<file path="src/rtl/ovl_pkg.sv">
package ovl_pkg;

    typedef enum logic [2:0] {
        ST_CHARGE = 3'd0,
        ST_SOFT   = 3'd1,
        ST_RUN    = 3'd2,
        ST_HICCUP = 3'd3,
        ST_LOCK   = 3'd4
    } mode_e;

    typedef struct packed {
        logic gate_en;
        logic hv_en;
        logic locked;
    } drive_t;

    function automatic logic is_active(mode_e m);
        return (m == ST_SOFT) || (m == ST_RUN);
    endfunction

    function automatic drive_t decode_mode(mode_e m, logic recharge);
        drive_t d;
        d.gate_en = is_active(m);
        d.hv_en   = (m == ST_CHARGE) || ((m == ST_HICCUP) && recharge);
        d.locked  = (m == ST_LOCK);
        return d;
    endfunction

endpackage

</file>
<file path="src/rtl/ovl_fault_timer.sv">
module ovl_fault_timer #(
    parameter int THRESH = 20,
    parameter int TW     = $clog2(THRESH + 1)
) (
    input  logic          clk,
    input  logic          rst,
    input  logic          run,
    input  logic          clear,
    input  logic          ilim,
    input  logic          pwm_rst,
    output logic [TW-1:0] cnt,
    output logic          expire
);
    localparam logic [TW-1:0] TOP = TW'(THRESH);

    logic up;
    assign up     = ilim && !pwm_rst;
    assign expire = run && up && (cnt == TW'(THRESH - 1));

    always_ff @(posedge clk) begin
        if (rst || clear) begin
            cnt <= '0;
        end else if (run) begin
            if (up && cnt != TOP)
                cnt <= cnt + TW'(1);
            else if (!up && cnt != '0)
                cnt <= cnt - TW'(1);
        end
    end

    // up-step while limit holds and not saturated
    a_r1_up_step: assert property (@(posedge clk) disable iff (rst)
        (run && !clear && ilim && !pwm_rst && cnt != TOP) |=> (cnt == $past(cnt) + TW'(1)));

    // PWM reset beats a simultaneous limit flag
    a_r2_pwm_wins: assert property (@(posedge clk) disable iff (rst)
        (run && !clear && ilim && pwm_rst && cnt != '0) |=> (cnt == $past(cnt) - TW'(1)));

    // frozen while not switching
    a_r10_frozen: assert property (@(posedge clk) disable iff (rst)
        (!run && !clear) |=> $stable(cnt));

endmodule

</file>
<file path="src/rtl/ovl_softstart.sv">
module ovl_softstart #(
    parameter int LVL_W   = 8,
    parameter int SS_STEP = 1961
) (
    input  logic             clk,
    input  logic             rst,
    input  logic             en,
    output logic [LVL_W-1:0] level,
    output logic             full
);
    localparam int STEP_W = $clog2(SS_STEP + 1);
    localparam logic [LVL_W-1:0] LMAX = '1;

    logic [STEP_W-1:0] step;

    assign full = (level == LMAX);

    always_ff @(posedge clk) begin
        if (rst || !en) begin
            step  <= '0;
            level <= '0;
        end else if (!full) begin
            if (step == STEP_W'(SS_STEP - 1)) begin
                step  <= '0;
                level <= level + LVL_W'(1);
            end else begin
                step <= step + STEP_W'(1);
            end
        end
    end

    // ramp never falls while enabled
    a_r7_ramp_rises: assert property (@(posedge clk) disable iff (rst)
        (en && $past(en) && !$past(rst)) |-> (level >= $past(level)));

endmodule

</file>
<file path="src/rtl/ovl_restart_fsm.sv">
module ovl_restart_fsm
    import ovl_pkg::*;
#(
    parameter int HICCUP_N = 3
) (
    input  logic  clk,
    input  logic  rst,
    input  logic  expire,
    input  logic  uv,
    input  logic  supply_on,
    input  logic  latch_mode,
    input  logic  ramp_full,
    output mode_e mode,
    output logic  recharge,
    output logic  resume
);
    localparam int HC_W = (HICCUP_N > 1) ? $clog2(HICCUP_N) : 1;

    mode_e            mode_nx;
    logic             rechg_nx;
    logic [HC_W-1:0]  hcnt, hcnt_nx;

    always_comb begin
        mode_nx  = mode;
        rechg_nx = recharge;
        hcnt_nx  = hcnt;
        case (mode)
            ST_CHARGE: if (supply_on) mode_nx = ST_SOFT;
            ST_SOFT, ST_RUN: begin
                if (uv) begin
                    mode_nx  = ST_HICCUP;
                    rechg_nx = 1'b1;
                    hcnt_nx  = '0;
                end else if (expire) begin
                    mode_nx  = latch_mode ? ST_LOCK : ST_HICCUP;
                    rechg_nx = 1'b0;
                    hcnt_nx  = '0;
                end else if (mode == ST_SOFT && ramp_full) begin
                    mode_nx = ST_RUN;
                end
            end
            ST_HICCUP: begin
                if (!recharge) begin
                    if (uv) rechg_nx = 1'b1;
                end else if (supply_on) begin
                    rechg_nx = 1'b0;
                    if (hcnt == HC_W'(HICCUP_N - 1)) begin
                        mode_nx = ST_SOFT;
                        hcnt_nx = '0;
                    end else begin
                        hcnt_nx = hcnt + HC_W'(1);
                    end
                end
            end
            default: mode_nx = ST_LOCK;
        endcase
    end

    assign resume = (mode_nx == ST_SOFT) && (mode != ST_SOFT);

    always_ff @(posedge clk) begin
        if (rst) begin
            mode     <= ST_CHARGE;
            recharge <= 1'b0;
            hcnt     <= '0;
        end else begin
            mode     <= mode_nx;
            recharge <= rechg_nx;
            hcnt     <= hcnt_nx;
        end
    end

    // lock is absorbing until reset
    a_r5_lock_hold: assert property (@(posedge clk) disable iff (rst)
        (mode == ST_LOCK) |=> (mode == ST_LOCK));

    // undervoltage while switching always enters hiccup
    a_r6_uv_hiccup: assert property (@(posedge clk) disable iff (rst)
        (is_active(mode) && uv) |=> (mode == ST_HICCUP && recharge));

    // completion count stays below the divide ratio
    a_r4_count_range: assert property (@(posedge clk) disable iff (rst)
        hcnt < HC_W'(HICCUP_N) || HICCUP_N == 1);

endmodule

</file>
<file path="src/rtl/ovl_hiccup_ctrl.sv">
module ovl_hiccup_ctrl
    import ovl_pkg::*;
#(
    parameter  int TIMER_LIMIT = 5_000_000,
    parameter  int HICCUP_N    = 3,
    parameter  int LVL_W       = 8,
    parameter  int SS_STEP     = 1961,
    localparam int TW          = $clog2(TIMER_LIMIT + 1)
) (
    input  logic             clk,
    input  logic             rst,
    input  logic             ilim_flag,
    input  logic             pwm_reset,
    input  logic             uv_flag,
    input  logic             supply_on,
    input  logic             latch_mode,
    output logic             pulse_en,
    output logic             hv_src_en,
    output logic             fault_latched,
    output logic [TW-1:0]    timer_val,
    output logic [LVL_W-1:0] ilim_level
);
    mode_e            mode;
    logic             recharge, resume, expire, ramp_full;
    logic [LVL_W-1:0] ramp_lvl;
    drive_t           drv;

    ovl_fault_timer #(.THRESH(TIMER_LIMIT), .TW(TW)) u_timer (
        .clk(clk), .rst(rst), .run(is_active(mode)), .clear(resume),
        .ilim(ilim_flag), .pwm_rst(pwm_reset), .cnt(timer_val), .expire(expire)
    );

    ovl_softstart #(.LVL_W(LVL_W), .SS_STEP(SS_STEP)) u_ramp (
        .clk(clk), .rst(rst), .en(mode == ST_SOFT), .level(ramp_lvl), .full(ramp_full)
    );

    ovl_restart_fsm #(.HICCUP_N(HICCUP_N)) u_fsm (
        .clk(clk), .rst(rst), .expire(expire), .uv(uv_flag), .supply_on(supply_on),
        .latch_mode(latch_mode), .ramp_full(ramp_full),
        .mode(mode), .recharge(recharge), .resume(resume)
    );

    assign drv           = decode_mode(mode, recharge);
    assign pulse_en      = drv.gate_en;
    assign hv_src_en     = drv.hv_en;
    assign fault_latched = drv.locked;
    assign ilim_level    = (mode == ST_RUN) ? '1 : ramp_lvl;

    // a completed timer never coexists with gate pulses
    a_r3_done_gates_off: assert property (@(posedge clk) disable iff (rst)
        (timer_val == TW'(TIMER_LIMIT)) |-> !pulse_en);

    // every restart of pulses begins with an empty timer
    a_r8_resume_clear: assert property (@(posedge clk) disable iff (rst)
        $rose(pulse_en) |-> (timer_val == '0 && ilim_level == '0));

endmodule

</file>
<file path="config.mk">
export PLATFORM = sky130hd
export DESIGN_NAME = ovl_hiccup_ctrl
export DESIGN_NICKNAME = d
export VERILOG_FILES = /design/src/rtl/ovl_pkg.sv /design/src/rtl/ovl_fault_timer.sv /design/src/rtl/ovl_softstart.sv /design/src/rtl/ovl_restart_fsm.sv /design/src/rtl/ovl_hiccup_ctrl.sv
export SDC_FILE = /design/constraint.sdc
export NUM_CORES = 1
export LEC_CHECK = 0
export ABC_AREA = 1
export BUFFER_PORTS_ARGS = -buffer_cell sky130_fd_sc_hd__buf_2
export CAP_MARGIN = 20
export CORE_ASPECT_RATIO = 0.7
export CORE_MARGIN = 2
export CORE_UTILIZATION = 36
export DETAILED_ROUTE_END_ITERATION = 10
export GPL_TIMING_DRIVEN = 0
export PLACE_DENSITY_LB_ADDON = 0.25
export SETUP_SLACK_MARGIN = 0.1
export SYNTH_ARGS = -nofsm -noshare
export SYNTH_HDL_FRONTEND = slang
export SYNTH_SLANG_ARGS = --single-unit
</file>
<file path="constraint.sdc">
create_clock -name clk -period 6.17 [get_ports clk]
set_input_delay 0.9255 -clock clk [delete_from_list [all_inputs] [get_ports clk]]
set_output_delay 0.9255 -clock clk [all_outputs]
set_load 0.01 [all_outputs]
</file>
======== Word level (Yosys, flattened, before mapping) ========
Cells that the tools add are included.
word-level totals
  register bits after elaboration ......... 48
  output and inout port bits .............. 34
  bits of input ports ..................... 7
operators by class
  equal/unequal tests ..................... 14
  mux-type cells .......................... 25
  reduce and logical (&&, ||, !) cells .... 24
  add/subtract/negate cells ............... 5
  bitwise logic cells ..................... 1
operators with widths
  cell                     number
  $mux W23                 2
  $mux W3                  8
  $add A23 B1 Y23 const B  1
  $eq A23 B23 Y1 const B   1
  $ne A23 B23 Y1 const B   1
  $reduce_bool A23 Y1      1
  $sub A23 B1 Y23 const B  1
  $add A11 B1 Y11 const B  1
  $eq A11 B11 Y1 const B   1
  $mux W11                 1
  $mux W2                  5
  $pmux W3 S3              1
  $add A8 B1 Y8 const B    1
  $eq A8 B8 Y1 const B     1
  $logic_and A1 B1 Y1      8
  $mux W8                  1
  $eq A3 B1 Y1 const B     2
  $eq A3 B2 Y1 const B     2
  $reduce_and A2 Y1        3
  $mux W1                  5
  $logic_or A1 B1 Y1       4
  $pmux W2 S2              1
  $reduce_and A4 Y1        1
  $reduce_bool A2 Y1       2
  other kinds (12)         14

======== Logic depth before layout (Yosys ltp) ========
  depth in word-level cells ............... 10
  mapped depth ............................ 20

======== Hierarchy ========
A second synthesis with hierarchy kept.
unflattened totals
  cells, all modules ...................... 725
  area total of the unflattened synthesis .. 4260.3 um^2
modules (own cells, without submodules)
  module           sequential area each (um^2)  area an instance (um^2)  cells each  instances
  ovl_fault_timer  460.4                        2527.4                   446         1
  ovl_softstart    380.4                        1197.4                   181         1
  ovl_restart_fsm  120.1                        400.4                    67          1
  ovl_hiccup_ctrl  0.0                          135.1                    31          1

======== Worst setup path after synthesis ========
Ideal clock, no wire load.
  kind .................................... input port to flip-flop
  start ................................... in pwm_reset
  end ..................................... reg u_timer.cnt[9]
  arrival time ............................ 2.925 ns
  setup slack ............................. 3.130 ns
  setup time .............................. 0.115 ns
  required time ........................... 6.055 ns
  stages .................................. 12
  path through ............................ inv_1 nand2_1 inv_1 nand2_1 ha_1 a21oi_1 nand3_1 a21oi_1 xor2_1 nor2_1 a21oi_1 nor2_1
on the way
  cells in the longest elaborated chain, start to end .. 10
ends and longest elaborated chain
  item                              line                   source
  start: declaration                ovl_hiccup_ctrl.sv:13  input logic pwm_reset,
  $logic_not A1 Y1 *                ovl_fault_timer.sv:17  assign up = ilim && !pwm_rst;
  $logic_and A1 B1 Y1 *             ovl_fault_timer.sv:17
  $logic_and A1 B1 Y1 (2 in a row)  ovl_fault_timer.sv:18  assign expire = run && up && (cnt == TW'(THRESH - 1));
  $mux W3                           ovl_restart_fsm.sv:34  end else if (expire) begin
  $mux W3                           ovl_restart_fsm.sv:30  if (uv) begin
  $pmux W3 S3                       ovl_restart_fsm.sv:27  case (mode)
  $eq A3 B1 Y1                      ovl_restart_fsm.sv:59  assign resume = (mode_nx == ST_SOFT) && (mode != ST_SOFT);
  $logic_and A1 B1 Y1               ovl_restart_fsm.sv:59
  $logic_or A1 B1 Y1                ovl_fault_timer.sv:21  if (rst || clear) begin
  end signal: assignment            ovl_fault_timer.sv:25  cnt <= cnt + TW'(1);
  end signal: assignment            ovl_fault_timer.sv:27  cnt <= cnt - TW'(1);
  end: declaration                  ovl_fault_timer.sv:11  output logic [TW-1:0] cnt,
Every way passes the cells marked *; elsewhere a longest branch is shown, timed or not.
A chain may end at the register's enable or synchronous reset.

======== Final worst setup path ========
Same ends and word-level chain as after synthesis.

==> results.sh <==
export IMPL_io_pins=41
export IMPL_final_util_pct=42.5
export IMPL_rsz0062_at_grt="false"
export IMPL_rows=31
export IMPL_met2_wirelength_um=4310
export IMPL_core_um2=10400
export IMPL_cpMostUsedCell="a21oi_1"
export IMPL_fp_dieH_um=90.8
export IMPL_synth_top_cell_area_share_pct=24.8
export IMPL_async_reset_ff_share_pct=0
export IMPL_path_clk_slew_ns=0.07
export IMPL_antennaDiodeCount=0
export IMPL_cts_sinks=48
export IMPL_synthCells=653
export IMPL_postCtsSetupBuffers=0
export IMPL_via_per_inst=5.05
export IMPL_routed_wl_um=11400
export IMPL_first_iter_violations=343
export IMPL_synth_distinct_cells=37
export IMPL_place_ws_ns=2.29
export IMPL_worstSetupStartpoint="pwm_reset"
export IMPL_numCtsBuffers=5
export IMPL_clockRootBuffer="clkbuf_16"
export IMPL_grt_max_degree=25
export IMPL_hp_class="flip-flop to flip-flop"
export IMPL_tightest_slew_ns=0.938
export IMPL_wl_met3_um=972
export IMPL_skew_ns=0.00503
export IMPL_setup_violations=0
export IMPL_highest_layer="met4"
export IMPL_start_util_pct=37.3
export IMPL_ff2ff_setup_slack_ns=2.60
export IMPL_design_die_area_um2=11600
export IMPL_leakage_nw=2.19
export IMPL_yosysTopAreaCell="dfxtp_1"
export IMPL_holdPathEnd="u_ramp.step[5]$_SDFFE_PP0P_"
export IMPL_end_kind="flip-flop"
export IMPL_htreeDepth=2
export IMPL_finalCritPeriodShare_pct=57.8
export IMPL_reg2reg_depth=13
export IMPL_synth_area_leaders="dfxtp_1, nand2_1, nor2_1"
export IMPL_rr_endpoint="u_timer.cnt[9]$_SDFFE_PP0P_"
export IMPL_hold_viol_final=0
export IMPL_worst_skew_pair_late_latency_ns=0.29
export IMPL_antenna_found_initial=0
export IMPL_ir_drop_mv=0.121
export IMPL_vias=4206
export IMPL_relSlewSlack_pct=37.3
export IMPL_avgRoutedWirePerCell_um=13.7
export IMPL_grt_pass1_vias=3748
export IMPL_drc=0
export IMPL_path_class="primary input to flip-flop"
export IMPL_whs_ns=0.492
export IMPL_hpwl_um=8990
export IMPL_port_buffers=40
export IMPL_m1WireLength_um=6020
export IMPL_grt_overflow=0
export IMPL_cp_start_kind="primary input"
export IMPL_avgSynthCellArea_um2=5.93
export IMPL_arrival_ns=3.76
export IMPL_synthTopCellsByCount="nand2_1, nor2_1, inv_1"
export IMPL_cts_tree="done"
export IMPL_synthFlopType="dfxtp_1"
export IMPL_ant_nets=0
export IMPL_worst_slack_ns=2.60
export IMPL_place_congestion=0.963
export IMPL_max_freq_mhz=280
export IMPL_synth_edff_count=0
export IMPL_max_cap_violations=0
export IMPL_syn2layout_area_growth_pct=13.9
export IMPL_ys_seq_area_share_pct=24.8
export IMPL_cellPowerDensity_nw_per_um2=327
export IMPL_setup_tns_ns=0
export IMPL_reg2reg_from="u_timer.cnt[0]$_SDFFE_PP0P_"
export IMPL_synthesis_nets=685
export IMPL_slew_viol_final=0
export IMPL_post_route_min_period_ns=3.57
export IMPL_clock_path_buffers=2
export IMPL_synth_most_common_cell="nand2_1"
export IMPL_drive_gt1_share_pct=9.13
export IMPL_dr_pass1_iters=5
export IMPL_cp_slowest_stage_delay_ns=0.64
export IMPL_nNetsFinal=732
export IMPL_syn_area_um2=3870
export IMPL_hold_path_cell_count=2
export IMPL_cp_max_fo=24
export IMPL_crit_chain="buf_2, inv_1, nand2_1, inv_1, nand2_1, ha_1, a21oi_1, nand3_1, a21oi_1, xor2_1, nor2_1, a21oi_1, nor2_1"
export IMPL_gr_usage_all_layers_pct=19.7
export IMPL_ys_ff_latch=48
export IMPL_cts_resized_gates=0
export IMPL_cp_slowest_cell="ha_1"
export IMPL_grt_pass1_wl_um=18500
export IMPL_hp_start="u_ramp.step[5]$_SDFFE_PP0P_"
export IMPL_die_w_um=128
export IMPL_fillers=1130
export IMPL_status="finished clean"
export IMPL_hold_buffers=0
export IMPL_synth_warnings=0
export IMPL_worstPathRequired_ns=6.36
-- per-stage QoR --
step	cell area [um2]	instances	total power [mW]
after floorplan	3870	653	0.915
after global placement	4240	825	1.11
after detailed placement	4240	825	1.11
after CTS	4410	833	1.44
after global routing	4410	833	1.57
final	4410	833	1.44
-- power breakdown --
group / total [mW] / switching (mW) / internal [mW]
Clock: 0.325 / 0.132 / 0.193
Combinational: 0.730 / 0.476 / 0.254
Sequential: 0.390 / 0.0467 / 0.343
Total: 1.44 / 0.655 / 0.790
-- placed cells by master, fill, tap and decap left out --
master     instances
nand3_2            1
a211oi_1           1
nand3_1           47
nor2b_1            1
o31ai_1            3
buf_2             43
clkinv_4           2
o21a_1             1
nand2_4            1
inv_1             99
nor2_1           103
or2_2              1
ha_1              24
nand4_1           14
nor3b_1            1
o211ai_1           2
nand3_4            1
a22oi_1            1
nand2_1          175
xnor2_1            7
nand3b_1           1
a21oi_1           46
nor4_1             1
a21oi_2            1
inv_2              3
and2_1             2
xor2_1             8
o21bai_1           4
clkbuf_16          5
nor2_4             1
a31oi_1            2
and3_1             1
dfxtp_1           48
o21ai_0           30
clkbuf_1           1
nand2_2            2
buf_6              2
bufinv_16          1
fa_1               1
nor3_1            13
-- registers in the layout (all words and copies together), names as in the netlist --
| name | count |
|---|---|
| u_ramp.step | 11 |
| u_fsm.mode | 3 |
| u_timer.cnt | 23 |
| u_fsm.hcnt | 2 |
| u_fsm.recharge | 1 |
| u_ramp.level | 8 |
-- worst max path at each step --
stage,end,cells after the start
floorplan,u_timer.cnt[9]$_SDFFE_PP0P_,12
global placement,u_timer.cnt[9]$_SDFFE_PP0P_,13
detailed placement,u_timer.cnt[9]$_SDFFE_PP0P_,13
CTS,u_timer.cnt[9]$_SDFFE_PP0P_,13
global route,u_timer.cnt[9]$_SDFFE_PP0P_,13
finish,u_timer.cnt[9]$_SDFFE_PP0P_,13
-- worst max-delay path, delay by kind of cell --
| family | cells | cell delay [ns] |
|---|---|---|
| buffers and inverters | 3 | 0.23 |
| AOI/OAI and AO/OA | 3 | 0.72 |
| adders and majority gates | 1 | 0.64 |
| xor gates and xnor gates | 1 | 0.17 |
| and+or+nand+nor | 5 | 1.06 |
-- metal layers --
metal  track usage, %  up-vias
met1             31.0     1867
met2             26.9      137
met5                0        -
li1                 -     2194
met3             5.33        8
met4             2.56        0
-- cell families after synthesis --
group                      share of synthesized area, %
DFF                                                24.8
adders and majority gates                          8.27
buffers and inverters                              10.9
and+or+nand+nor                                    39.9
AOI/OAI and AO/OA                                  12.7
xor gates and xnor gates                           3.39
-- cell type report --
class	count	area, um2	area share (%)
timing repair buffer	40	200	4.54
tap	132	165	3.74
clock inverter	3	47.5	1.08
sequential	48	961	21.8
multi-input combinational	497	2490	56.4
buffer	6	41.3	0.936
inverter	102	383	8.68
clock buffer	5	125	2.84
(Power assumes the default switching activity.)
